===== config.mk =====
export PLATFORM = sky130hd
export DESIGN_NAME = pcm_slot_ctrl
export DESIGN_NICKNAME = d
export VERILOG_FILES = /design/src/rtl/pcm_slot_ctrl.sv
export SDC_FILE = /design/constraint.sdc
export NUM_CORES = 1
export LEC_CHECK = 0
export BUFFER_PORTS_ARGS = -buffer_cell sky130_fd_sc_hd__buf_2
export CORE_MARGIN = 2
export CORE_UTILIZATION = 55
export DETAILED_ROUTE_END_ITERATION = 16
export HOLD_SLACK_MARGIN = 0.1
export PLACE_DENSITY = 0.76
export SKIP_CTS_REPAIR_TIMING = 1
export SYNTH_ARGS = -nofsm -noshare
export SYNTH_HDL_FRONTEND = slang
export SYNTH_SLANG_ARGS = --single-unit

===== constraint.sdc =====
create_clock -name clk -period 4.4 [get_ports clk]
set_input_delay 0.22 -clock clk [delete_from_list [all_inputs] [get_ports clk]]
set_output_delay 0.22 -clock clk [all_outputs]
set_load 0.05 [all_outputs]

===== src/rtl/pcm_slot_ctrl.sv =====
module pcm_slot_ctrl #(
  parameter int NPORTS = 2,
  parameter int SLOT_W = 6,
  parameter int BYTE_W = 8
) (
  input  logic              clk,
  input  logic              rst_n,
  input  logic              mode_delayed,
  input  logic              tx_fs,
  input  logic              rx_fs,
  input  logic              wr_valid,
  input  logic              wr_dir,
  input  logic [7:0]        wr_data,
  input  logic              cs_end,
  input  logic [BYTE_W-1:0] tx_word,
  input  logic [NPORTS-1:0] rx_sd,
  output logic              tx_sd,
  output logic [NPORTS-1:0] tx_oe,
  output logic [BYTE_W-1:0] rx_word,
  output logic              rx_valid,
  output logic              tx_port,
  output logic              rx_port
);
  localparam int BIT_W = $clog2(BYTE_W);
  localparam int POS_W = SLOT_W + BIT_W;
  localparam logic [BIT_W-1:0] LAST_BIT = BIT_W'(BYTE_W - 1);

  logic [1:0] fs_raw, fs_q, fs_start;
  logic [1:0] in_slot, eff_ps;
  logic [1:0][BIT_W-1:0] bit_idx;
  logic [1:0][1:0] pend_state;

  assign fs_raw   = {rx_fs, tx_fs};
  assign fs_start = fs_raw & ~fs_q;

  always_ff @(posedge clk) begin
    if (!rst_n) fs_q <= '0;
    else        fs_q <= fs_raw;
  end

  for (genvar d = 0; d < 2; d++) begin : g_dir
    logic              wr_hit, load, erun;
    logic              act_en, act_ps, pnd_en, pnd_ps, eff_en;
    logic [SLOT_W-1:0] act_slot, pnd_slot, eff_slot, use_slot;
    logic [1:0]        pc;
    logic              run;
    logic [POS_W-1:0]  pos, epos;

    assign wr_hit = wr_valid && (wr_dir == 1'(d));
    assign load   = fs_start[d] && (pc == 2'd1) && !wr_hit;

    always_ff @(posedge clk) begin
      if (!rst_n) begin
        act_en <= 1'b0; act_ps <= 1'b0; act_slot <= '0;
        pnd_en <= 1'b0; pnd_ps <= 1'b0; pnd_slot <= '0;
        pc     <= 2'd0;
      end else if (wr_hit) begin
        act_en   <= 1'b0;
        pnd_en   <= wr_data[7];
        pnd_ps   <= (NPORTS > 1) ? wr_data[6] : 1'b0;
        pnd_slot <= wr_data[SLOT_W-1:0];
        pc       <= 2'd3;
      end else begin
        if (cs_end && pc == 2'd3)
          pc <= 2'd2;
        else if (fs_start[d] && (pc == 2'd1 || pc == 2'd2))
          pc <= pc - 2'd1;
        if (load) begin
          act_en   <= pnd_en;
          act_ps   <= pnd_ps;
          act_slot <= pnd_slot;
        end
      end
    end

    assign eff_en    = load ? pnd_en   : act_en;
    assign eff_ps[d] = load ? pnd_ps   : act_ps;
    assign eff_slot  = load ? pnd_slot : act_slot;

    always_ff @(posedge clk) begin
      if (!rst_n) begin
        run <= 1'b0;
        pos <= '0;
      end else if (fs_start[d]) begin
        run <= 1'b1;
        pos <= mode_delayed ? '0 : POS_W'(1);
      end else if (run) begin
        if (pos == {POS_W{1'b1}}) run <= 1'b0;
        else                      pos <= pos + 1'b1;
      end
    end

    assign erun     = run || (fs_start[d] && !mode_delayed);
    assign epos     = (fs_start[d] && !mode_delayed) ? '0 : pos;
    assign use_slot = mode_delayed ? eff_slot : '0;
    assign in_slot[d]    = erun && eff_en && (epos[POS_W-1:BIT_W] == use_slot);
    assign bit_idx[d]    = epos[BIT_W-1:0];
    assign pend_state[d] = pc;
  end

  assign tx_sd = in_slot[0] ? tx_word[LAST_BIT - bit_idx[0]] : 1'b0;

  for (genvar p = 0; p < NPORTS; p++) begin : g_oe
    assign tx_oe[p] = in_slot[0] && (eff_ps[0] == 1'(p));
  end

  assign tx_port = eff_ps[0];
  assign rx_port = eff_ps[1];

  logic              rx_bit;
  logic [BYTE_W-1:0] rx_sh;

  assign rx_bit = (NPORTS > 1 && eff_ps[1]) ? rx_sd[NPORTS-1] : rx_sd[0];

  always_ff @(posedge clk) begin
    if (!rst_n) begin
      rx_sh    <= '0;
      rx_word  <= '0;
      rx_valid <= 1'b0;
    end else begin
      rx_valid <= 1'b0;
      if (in_slot[1]) begin
        rx_sh <= {rx_sh[BYTE_W-2:0], rx_bit};
        if (bit_idx[1] == LAST_BIT && !(wr_valid && wr_dir)) begin
          rx_word  <= {rx_sh[BYTE_W-2:0], rx_bit};
          rx_valid <= 1'b1;
        end
      end
    end
  end
endmodule



==> flow_summary_export.csv, run 1 <==
group,metric,value,unit
outcome,status,"finished clean",
route,drtAntennaViolNets,0,
global_route,grt_overflow_total,0,
die,die_area,0.00691,sq mm
die,die_x,83.1,microns
logic_synthesis,synth-simple-area-share,20.9,%
logic_synthesis,ys.flop_type,"dfxtp_1",
placement,portBuffers,39,
timing,clock_skew,0.00686,ns
final_layout,seq_area,0.00148,sq mm
worst_setup_path,worstSetupEndpointType,"primary output",
global_route,track_usage,21.0,%
worst_setup_path,cp-startpoint,"fs_q[0]",
worst_setup_path,rr_startpoint,"g_dir[1].pc[1]",
power,design_power_total,1400,uW
logic_synthesis,synth_fa_ha_area_share,2.91,%
timing,rsz0062_at_grt,"no",
placement,hpwlAfterDp,4.99,mm
worst_setup_path,critPathRequiredTime,4.18,ns
power,vdd_drop_max,0.000213,V
final_layout,utilization,64.5,%
clock_tree,cts_buffer_depth,2,
clock_tree,tritoncts.num_buffers,9,
logic_synthesis,synth_nets,418,
logic_synthesis,synthArstFlopShare,0,%
clock_tree,path_clk_slew,0.08,ns
timing,min_period,2.91,ns
final_layout,diodes,0,
logic_synthesis,synthXorXnorAreaFrac,3.31,%
final_layout,area_growth,12.2,%
route,routedWlPerCell,13.9,microns
logic_synthesis,synth-seq-cells,74,
die,ios,40,
logic_synthesis,synth_area,0.00344,sq mm
timing,max-slew-margin-rel,40.0,%
clock_tree,clkLatencyLatePin,0.34,ns
route,drtIter0Drc,153,
logic_synthesis,synth_compound_area_share,14.5,%
timing,tightest_slew,0.900,ns
placement,gp_congestion,0.859,
timing,timing.final.crit_share,66.1,%
power,powerDensity,362,mW/mm^2
final_layout,n_fill_cell,505,
clock_tree,htreeDepth,3,
route,routed_wl,6.87,mm
global_route,grt_pass1_vias,2632,
die,die_h,83.1,microns
clock_tree,cts_tree,"built",
final_layout,final_cell_mix,"74 x dfxtp_1, 65 x nand2_1, 39 x buf_2",
timing,finalSetupViolCount,0,
die,start_util,57.5,%
placement,placedInstanceArea,0.00364,sq mm
global_route,antenna_found_initial,0,
timing,max_freq,0.344,GHz
worst_setup_path,start_kind,"register",
worst_setup_path,path_max_fanout,9,
clock_tree,clock_sinks,74,
timing,finalSetupTns,0,ns
die,rows,28,
final_layout,layout-drive-gt1-share,15.2,%
timing,drv_slew,0,
logic_synthesis,ys_seq_area_share,43.0,%
final_layout,layout_commonest_cell,"dfxtp_1",
logic_synthesis,synthMuxAreaShare,11.2,%
global_route,grt_pass1_wl,11.9,mm
logic_synthesis,avgSynthCellArea,8.97,sq um
logic_synthesis,synth_cells,384,
route,post-route-drc-count,0,
die,core,0.00599,sq mm
route,dr_total_vias,2748,
final_layout,layout.nets,449,
hold_path,min_from,"rx_fs",
global_route,grt_max_degree,62,
logic_synthesis,ys.warnings.count,0,
power,leakage,0.00165,uW
logic_synthesis,synth_edf_count,0,
final_layout,fin_area,0.00386,sq mm
worst_setup_path,crit_arrival,2.69,ns
hold_path,hold_class,"in2reg",
logic_synthesis,ys_types,50,
timing,hold_viol_final,0,
worst_setup_path,crit_type,"reg2out",
route,drt_pass1_iterations,5,
flow_run,max_cap_viol_count,0,
clock_tree,cts_root_buffer,"clkbuf_8",
logic_synthesis,synth_top_family_by_area,"simple AND/OR/NAND/NOR gates",
route,via_per_inst,5.55,
final_layout,multi_input_comb_area,0.00182,sq mm
[cells in the mapped netlist, drive strengths merged, types with 2 or more instances]
| cell type | count | share of area (%) |
|---|---|---|
| a222oi | 2 | 0.58 |
| a21boi | 19 | 4.1 |
| or3 | 4 | 0.73 |
| and2b | 2 | 0.47 |
| nand4 | 5 | 0.91 |
| clkbuf | 15 | 1.6 |
| o21ai | 11 | 1.6 |
| mux2i | 35 | 10 |
| nand2b | 4 | 0.73 |
| xor2 | 9 | 2.3 |
| nor2b | 19 | 3.5 |
| o21a | 5 | 1.1 |
| o22ai | 9 | 1.6 |
| a31oi | 3 | 0.54 |
| dfxtp | 74 | 43 |
| xnor2 | 4 | 1.0 |
| a22oi | 3 | 0.65 |
| buf | 4 | 1.2 |
| and2 | 8 | 1.5 |
| a21oi | 10 | 1.6 |
| inv | 13 | 1.4 |
| and3 | 4 | 0.73 |
| nor3 | 2 | 0.29 |
| ha | 8 | 2.9 |
| o31ai | 2 | 0.58 |
| nand2 | 65 | 7.1 |
| nor2 | 24 | 2.6 |
| nand3 | 8 | 1.7 |
[cell type report]
cell class                 count  share of cell area [%]
multi-input combinational    278                    47.0
inverter                      13                    1.26
tap                           75                    2.43
sequential                    74                    38.3
timing repair buffer          39                    5.05
clock inverter                 4                    1.91
clock buffer                  12                    4.01
[layer usage]
layer	global-route usage, %	wire, microns	up-vias
met5	0	0	-
met4	9.24	158	0
met3	4.47	387	14
li1	-	-	1380
met2	31.7	3000	74
met1	29.1	3320	1280
[flip-flops by register name (all words and copies together) (netlist names)]
signal,count
g_dir.act_slot,12
rx_word,8
g_dir.act_en,2
g_dir.pnd_ps,2
g_dir.pc,4
g_dir.run,2
rx_valid,1
g_dir.act_ps,2
g_dir.pnd_en,2
rx_sh,7
fs_q,2
g_dir.pos,18
g_dir.pnd_slot,12
[cells by family (layout without fill, tap and decap cells)]
logic type | after synthesis | count (layout)
simple gates | 148 | 148
flops | 74 | 74
compound gates | 72 | 72
mux | 37 | 37
buf+inv | 32 | 68
xor+xnor | 13 | 13
fa+ha+maj | 8 | 8
[worst paths after layout]
check | endpoint | slack, ns | depth (start not counted)
hold / removal | fs_q[1] | 0.11 | 2
setup reg to reg | rx_sh[3] | 1.84 | 8
setup / recovery | tx_sd | 1.49 | 8
hold reg to reg | rx_word[6] | 0.46 | 2
[per-stage QoR]
stage | hold WS (ns) | cells | setup WS [ns]
2_1_floorplan | 0.342 | 384 | 1.55
3_3_place_gp | 0.443 | 479 | 1.83
3_5_place_dp | 0.449 | 479 | 1.75
4_1_cts | 0.0985 | 495 | 1.51
5_1_grt | 0.112 | 495 | 1.31
6_report | 0.109 | 495 | 1.49
[power breakdown]
group / switching (uW) / internal [uW]
clock network: 241 / 351
registers: 13.4 / 685
logic: 59.7 / 47.2
total: 314 / 1080
[critical path, cell delays in order (launching register included)]
cell and delay [ns]:
dfxtp_1 0.31, and2b_1 0.32, nand3_2 0.30, mux2i_1 0.37
o22ai_1 0.15, o31ai_1 0.22, a31oi_1 0.16, nor3_1 0.22
buf_2 0.29
No activity file was read; power rests on OpenSTA's default activity.
==> run 2, diff against run 1 <==
Settings changed: ABC_AREA set to 1.
Clock period 4.4 ns to 2.7 ns, I/O delays scaled along.
==> flow_summary_export.csv, run 2 <==
group,metric,value,unit
timing,holdWs,0.0811,ns
power,p_switching,614,uW
timing,clock_skew,0.00743,ns
power,p_int,1850,uW
logic_synthesis,synth-seq-cells,74,
worst_setup_path,start_kind,"register",
global_route,track_usage,22.9,%
worst_setup_path,crit_arrival,2.34,ns
final_layout,layout-drive-gt1-share,13.8,%
logic_synthesis,synth_edf_count,0,
route,drt_pass1_iterations,4,
route,dr_total_vias,3445,
final_layout,instances_no_fill,663,
final_layout,n_fill_cell,545,
logic_synthesis,ys_types,34,
die,ios,40,
power,clkPwrFrac,43.4,%
die,start_util,57.2,%
die,die_area,0.00731,sq mm
clock_tree,htreeDepth,3,
worst_setup_path,crit_type,"reg2out",
die,die_h,85.5,microns
clock_tree,cts_buffer_depth,2,
placement,portBuffers,39,
outcome,status,"finished clean",
timing,hold_viol_final,0,
logic_synthesis,synth_top_area_share,40.6,%
timing,max-slew-margin-rel,60.2,%
global_route,antenna_found_initial,0,
timing,finalSetupViolCount,0,
final_layout,largest_reg_flops,18,
clock_tree,cts_tree,"built",
placement,dp_cells,639,
route,drtIter0Drc,159,
timing,max_freq,0.404,GHz
final_layout,reg_top3,"g_dir.pos (18), g_dir.act_slot (12), g_dir.pnd_slot (12)",
worst_setup_path,critPathRequiredTime,2.57,ns
final_layout,layout.nets,615,
final_layout,regMostFlops,"g_dir.pos",
logic_synthesis,avgSynthCellArea,6.85,sq um
power,netSwitchingFraction,24.9,%
timing,min_period,2.47,ns
logic_synthesis,synthArstFlopShare,0,%
route,routedWlPerCell,12.2,microns
logic_synthesis,synth.cells.most_frequent,"127 x nand2_1, 74 x dfxtp_1, 69 x inv_1",
placement,gp_congestion,0.935,
logic_synthesis,yosysTopAreaCell,"dfxtp_1",
clock_tree,path_clk_slew,0.08,ns
timing,drv_slew,0,
final_layout,final_cell_mix,"127 x nand2_1, 74 x dfxtp_1, 69 x inv_1",
logic_synthesis,synth_nets,567,
power,pwr-share-comb,10.1,%
route,drtAntennaViolNets,0,
clock_tree,cts_root_buffer,"clkbuf_8",
die,core,0.00639,sq mm
timing,finalSetupTns,0,ns
worst_setup_path,worstSetupEndpointType,"primary output",
logic_synthesis,yosysMostFrequentCell,"nand2_1",
flow_run,max_cap_viol_count,0,
final_layout,layout_commonest_cell,"nand2_1",
power,powerDensity,581,mW/mm^2
global_route,grt_pass1_vias,3196,
final_layout,diodes,0,
power,vdd_drop_max,0.000484,V
placement,hpwlAfterDp,5.99,mm
clock_tree,tritoncts.num_buffers,9,
final_layout,utilization,66.6,%
route,routed_wl,8.06,mm
power,leakage,0.00200,uW
logic_synthesis,ys_seq_area_share,40.6,%
power,sequentialPowerShare,46.5,%
timing,timing.final.crit_share,91.6,%
logic_synthesis,ys.warnings.count,0,
logic_synthesis,synth_area,0.00365,sq mm
logic_synthesis,ys.flop_type,"dfxtp_1",
logic_synthesis,synth_cells,533,
worst_setup_path,path_max_fanout,17,
timing,tightest_slew,0.597,ns
hold_path,hold_class,"in2reg",
clock_tree,clock_sinks,74,
global_route,grt_overflow_total,0,
global_route,grt_max_degree,46,
timing,rsz0062_at_grt,"no",
route,via_per_inst,5.20,
global_route,grt_pass1_wl,13.4,mm
die,rows,29,
logic_synthesis,synth_area_leaders,"dfxtp_1 41%, nand2_1 13%, inv_1 7.1%",
final_layout,area_growth,16.4,%
route,post-route-drc-count,0,
die,die_x,85.5,microns
clock_tree,clkLatencyLatePin,0.36,ns
## run 2: cell count changes after synthesis, moves of 10 or more
cell	delta
a21boi_0	-19
o21ai_1	+10
nand2_1	+62
a21oi_1	+18
nand3_1	+31
mux2i_1	-35
nor2_1	+42
inv_1	+57
o21ai_0	+24
nor2b_1	-19
## run 2: final timing paths
| check | startpoint | to | slack (ns) | cells past startpoint |
|---|---|---|---|---|
| min | wr_data[1] | g_dir[1].pnd_slot[1] | 0.08 | 3 |
| max | fs_q[0] | tx_sd | 0.23 | 10 |
| max reg2reg | g_dir[1].pos[0] | g_dir[1].pos[6] | 0.46 | 12 |
| min reg2reg | g_dir[0].pnd_slot[1] | g_dir[0].pnd_slot[1] | 0.46 | 2 |
## run 2: metrics by stage
stage | instance area [sq um] | total power [uW] | worst slack [ns]
2_1_floorplan | 3650 | 1340 | 0.0521
3_3_place_gp | 3910 | 1400 | 0.511
3_5_place_dp | 3910 | 1410 | 0.465
4_1_cts | 4160 | 2470 | 0.0564
5_1_grt | 4250 | 2560 | 0.00988
6_report | 4250 | 2470 | 0.227
## run 2: critical path, stage by stage (launching register included)
cell     delay [ns]
dfxtp_1        0.31
nor2_2         0.26
nand3_4        0.23
o21ai_1        0.26
nor2_1         0.06
nand2_1        0.06
nand3_1        0.06
nor2_1         0.12
nand2_1        0.10
nor3_1         0.22
buf_2          0.30
## run 2: kinds of logic (layout without fill, tap and decap cells)
kind of cell | count (synthesis) | count (layout) | synth area share (%)
buffers and inverters | 88 | 141 | 9.36
adder cells (fa/ha/maj) | 8 | 8 | 2.74
AND/OR/NAND/NOR | 277 | 277 | 34.5
XOR/XNOR | 2 | 2 | 0.480
AO/OA/AOI/OAI | 83 | 83 | 12.0
flip-flops | 74 | 74 | 40.6
multiplexers | 1 | 1 | 0.308
## run 2: power by group through the flow
stage | combinational, uW | clock (uW) | sequential [uW]
after floorplan | 173 | 0 | 1170
after global placement | 228 | 0 | 1170
after detailed placement | 234 | 0 | 1170
after CTS | 236 | 1080 | 1150
after global routing | 280 | 1130 | 1150
final | 248 | 1070 | 1150
## run 2: area by class of cell
class	count	area, sq um	area share (%)
multi-input combinational	371	1840	43.2
sequential	74	1480	34.9
timing repair buffer	52	313	7.36
clock inverter	6	113	2.65
inverter	73	274	6.45
clock buffer	10	138	3.24
tap	77	96.3	2.27
## run 2: metal layers
layer | GRT usage, % | vias to the layer above | wire, microns
met1 | 24.7 | 1561 | 3470
met4 | 10.7 | 0 | 195
li1 | - | 1805 | -
met2 | 41.9 | 59 | 4150
met5 | 0 | - | 0
met3 | 5.25 | 20 | 252
==> run 3, diff against run 2 <==
Settings changed: CORE_ASPECT_RATIO set to 0.7.
==> flow_summary_export.csv, run 3 (synthesis results as in run 2) <==
group,metric,value,unit
outcome,status,"finished clean",
flow_run,max_cap_viol_count,0,
route,post-route-drc-count,0,
die,die_h,72.2,microns
timing,rsz0062_at_grt,"no",
timing,drv_slew,0,
worst_setup_path,start_kind,"register",
timing,finalSetupTns,0,ns
timing,max_freq,0.418,GHz
timing,timing.final.crit_share,88.5,%
clock_tree,clock_sinks,74,
power,vdd_drop_max,0.000398,V
die,start_util,57.6,%
die,die_area,0.00732,sq mm
power,p_switching,600,uW
die,core,0.00634,sq mm
global_route,track_usage,25.2,%
global_route,use_met3,7.13,%
clock_tree,htreeDepth,3,
worst_setup_path,r2r_cells,12,
final_layout,final_cell_mix,"127 x nand2_1, 74 x dfxtp_1, 69 x inv_1",
final_layout,area_growth,16.0,%
timing,finalSetupViolCount,0,
timing,max-slew-margin-rel,58.7,%
power,powerDensity,540,mW/mm^2
final_layout,instances_no_fill,677,
clock_tree,cts_root_buffer,"clkbuf_8",
power,p_int,1680,uW
route,drtAntennaViolNets,0,
route,drt_pass1_iterations,5,
placement,portBuffers,39,
route,dr_total_vias,3525,
global_route,antenna_found_initial,0,
timing,hold_viol_final,0,
global_route,grt_pass1_vias,3146,
worst_setup_path,critPathRequiredTime,2.57,ns
worst_setup_path,crit_type,"reg2out",
worst_setup_path,rr_startpoint,"g_dir[0].pos[0]",
final_layout,layout_commonest_cell,"nand2_1",
final_layout,utilization,66.8,%
placement,gp_congestion,0.923,
die,ios,40,
power,leakage,0.00198,uW
power,clkPwrFrac,38.6,%
final_layout,n_fill_cell,581,
power,sequentialPowerShare,50.2,%
global_route,grt_max_degree,46,
timing,tightest_slew,0.619,ns
hold_path,holdPathStages,3,
power,netSwitchingFraction,26.3,%
final_layout,reg_top3,"g_dir.pos (18), g_dir.act_slot (12), g_dir.pnd_slot (12)",
timing,clock_skew,0.00557,ns
clock_tree,clkLatencyLatePin,0.35,ns
placement,hpwlAfterDp,6.35,mm
clock_tree,tritoncts.num_buffers,9,
final_layout,regMostFlops,"g_dir.pos",
worst_setup_path,path_max_fanout,17,
final_layout,layout.nets,615,
global_route,grt_util_met2,37.0,%
global_route,grt_pass1_wl,14.4,mm
final_layout,layout-drive-gt1-share,14.7,%
worst_setup_path,crit_arrival,2.26,ns
final_layout,diodes,0,
route,drtIter0Drc,326,
route,routed_wl,8.53,mm
route,via_per_inst,5.21,
clock_tree,cts_tree,"built",
worst_setup_path,worstReg2RegEnd,"g_dir[0].pos[7]",
hold_path,hold_class,"in2reg",
die,die_x,101,microns
final_layout,largest_reg_flops,18,
placement,dp_cells,654,
route,routedWlPerCell,12.6,microns
timing,min_period,2.39,ns
global_route,grtUsageMet1,36.1,%
worst_setup_path,rrSetupSlack,0.48,ns
clock_tree,path_clk_slew,0.08,ns
power,pwr-share-comb,11.1,%
die,rows,24,
global_route,grt_overflow_total,0,
hold_path,hold_end,"g_dir[0].pnd_slot[4]",
global_route,grt_most_used_layer,"met2",
hold_path,min_from,"wr_data[4]",
clock_tree,cts_buffer_depth,2,
worst_setup_path,worstSetupEndpointType,"primary output",
[run 3: cell types whose count changed in the layout (fill, tap and decap cells not counted)]
cell           previous run  this run
dlygate4sd3_1             8         7
inv_6                     1         0
clkinvlp_4                0         1
buf_4                     5         6
o21ai_2                   0         4
bufinv_16                 3         1
clkbuf_8                 10        11
clkinv_4                  1         0
o21ai_1                  14        10
clkinv_2                  1         3
[run 3: worst max path at each step]
stage | cells past startpoint | end | from | slack, ns
5_1_grt | 10 | tx_oe[0] | fs_q[0] | 0.11
6_report | 8 | tx_oe[0] | g_dir[0].pc[0] | 0.31
3_3_place_gp | 12 | tx_sd | mode_delayed | 0.53
3_5_place_dp | 12 | tx_sd | mode_delayed | 0.52
4_1_cts | 10 | tx_oe[0] | g_dir[0].pc[0] | 0.13
2_1_floorplan | 6 | tx_oe[0] | g_dir[0].pc[0] | 0.05
[run 3: metrics by stage]
| step | worst slack, ns | instance area [sq um] | total power (uW) | hold slack [ns] |
|---|---|---|---|---|
| 6_report | 0.309 | 4230 | 2280 | 0.0736 |
| 5_1_grt | 0.105 | 4230 | 2390 | 0.111 |
| 4_1_cts | 0.131 | 4140 | 2280 | -0.0407 |
| 3_5_place_dp | 0.520 | 3940 | 1410 | 0.333 |
| 3_3_place_gp | 0.529 | 3940 | 1400 | 0.328 |
| 2_1_floorplan | 0.0521 | 3650 | 1340 | 0.228 |
[run 3: cell type report]
cell class                      count  area, sq um  area share, %
Clock buffer                       11          151           3.58
Clock inverter                      5         52.6           1.24
Inverter                           73          274           6.47
Multi-Input combinational cell    371         1850           43.7
Sequential cell                    74         1480           35.0
Tap cell                           91          114           2.69
Timing Repair Buffer               52          310           7.33
[run 3: power groups by stage]
stage	clock (uW)	combinational (uW)	sequential [uW]
after CTS	897	239	1150
after floorplan	0	173	1170
after global placement	0	230	1170
after global routing	949	290	1150
final	882	255	1150
after detailed placement	0	238	1170
[run 3: layer usage]
metal,up-vias,part of all wire [%],wire [microns]
li1,1802,-,-
met1,1569,49,4160
met2,144,42,3550
met3,10,8.5,726
met4,0,1.1,97
met5,-,0,0
[run 3: worst max-delay path: stages, from the launching register on]
cell and delay [ns]:
dfxtp_1 0.38, ha_1 0.21, nand3_4 0.19, o21ai_1 0.22, nand2_1 0.09, o21ai_0 0.16, nand4_1 0.16, nor3_1 0.18
buf_2 0.30
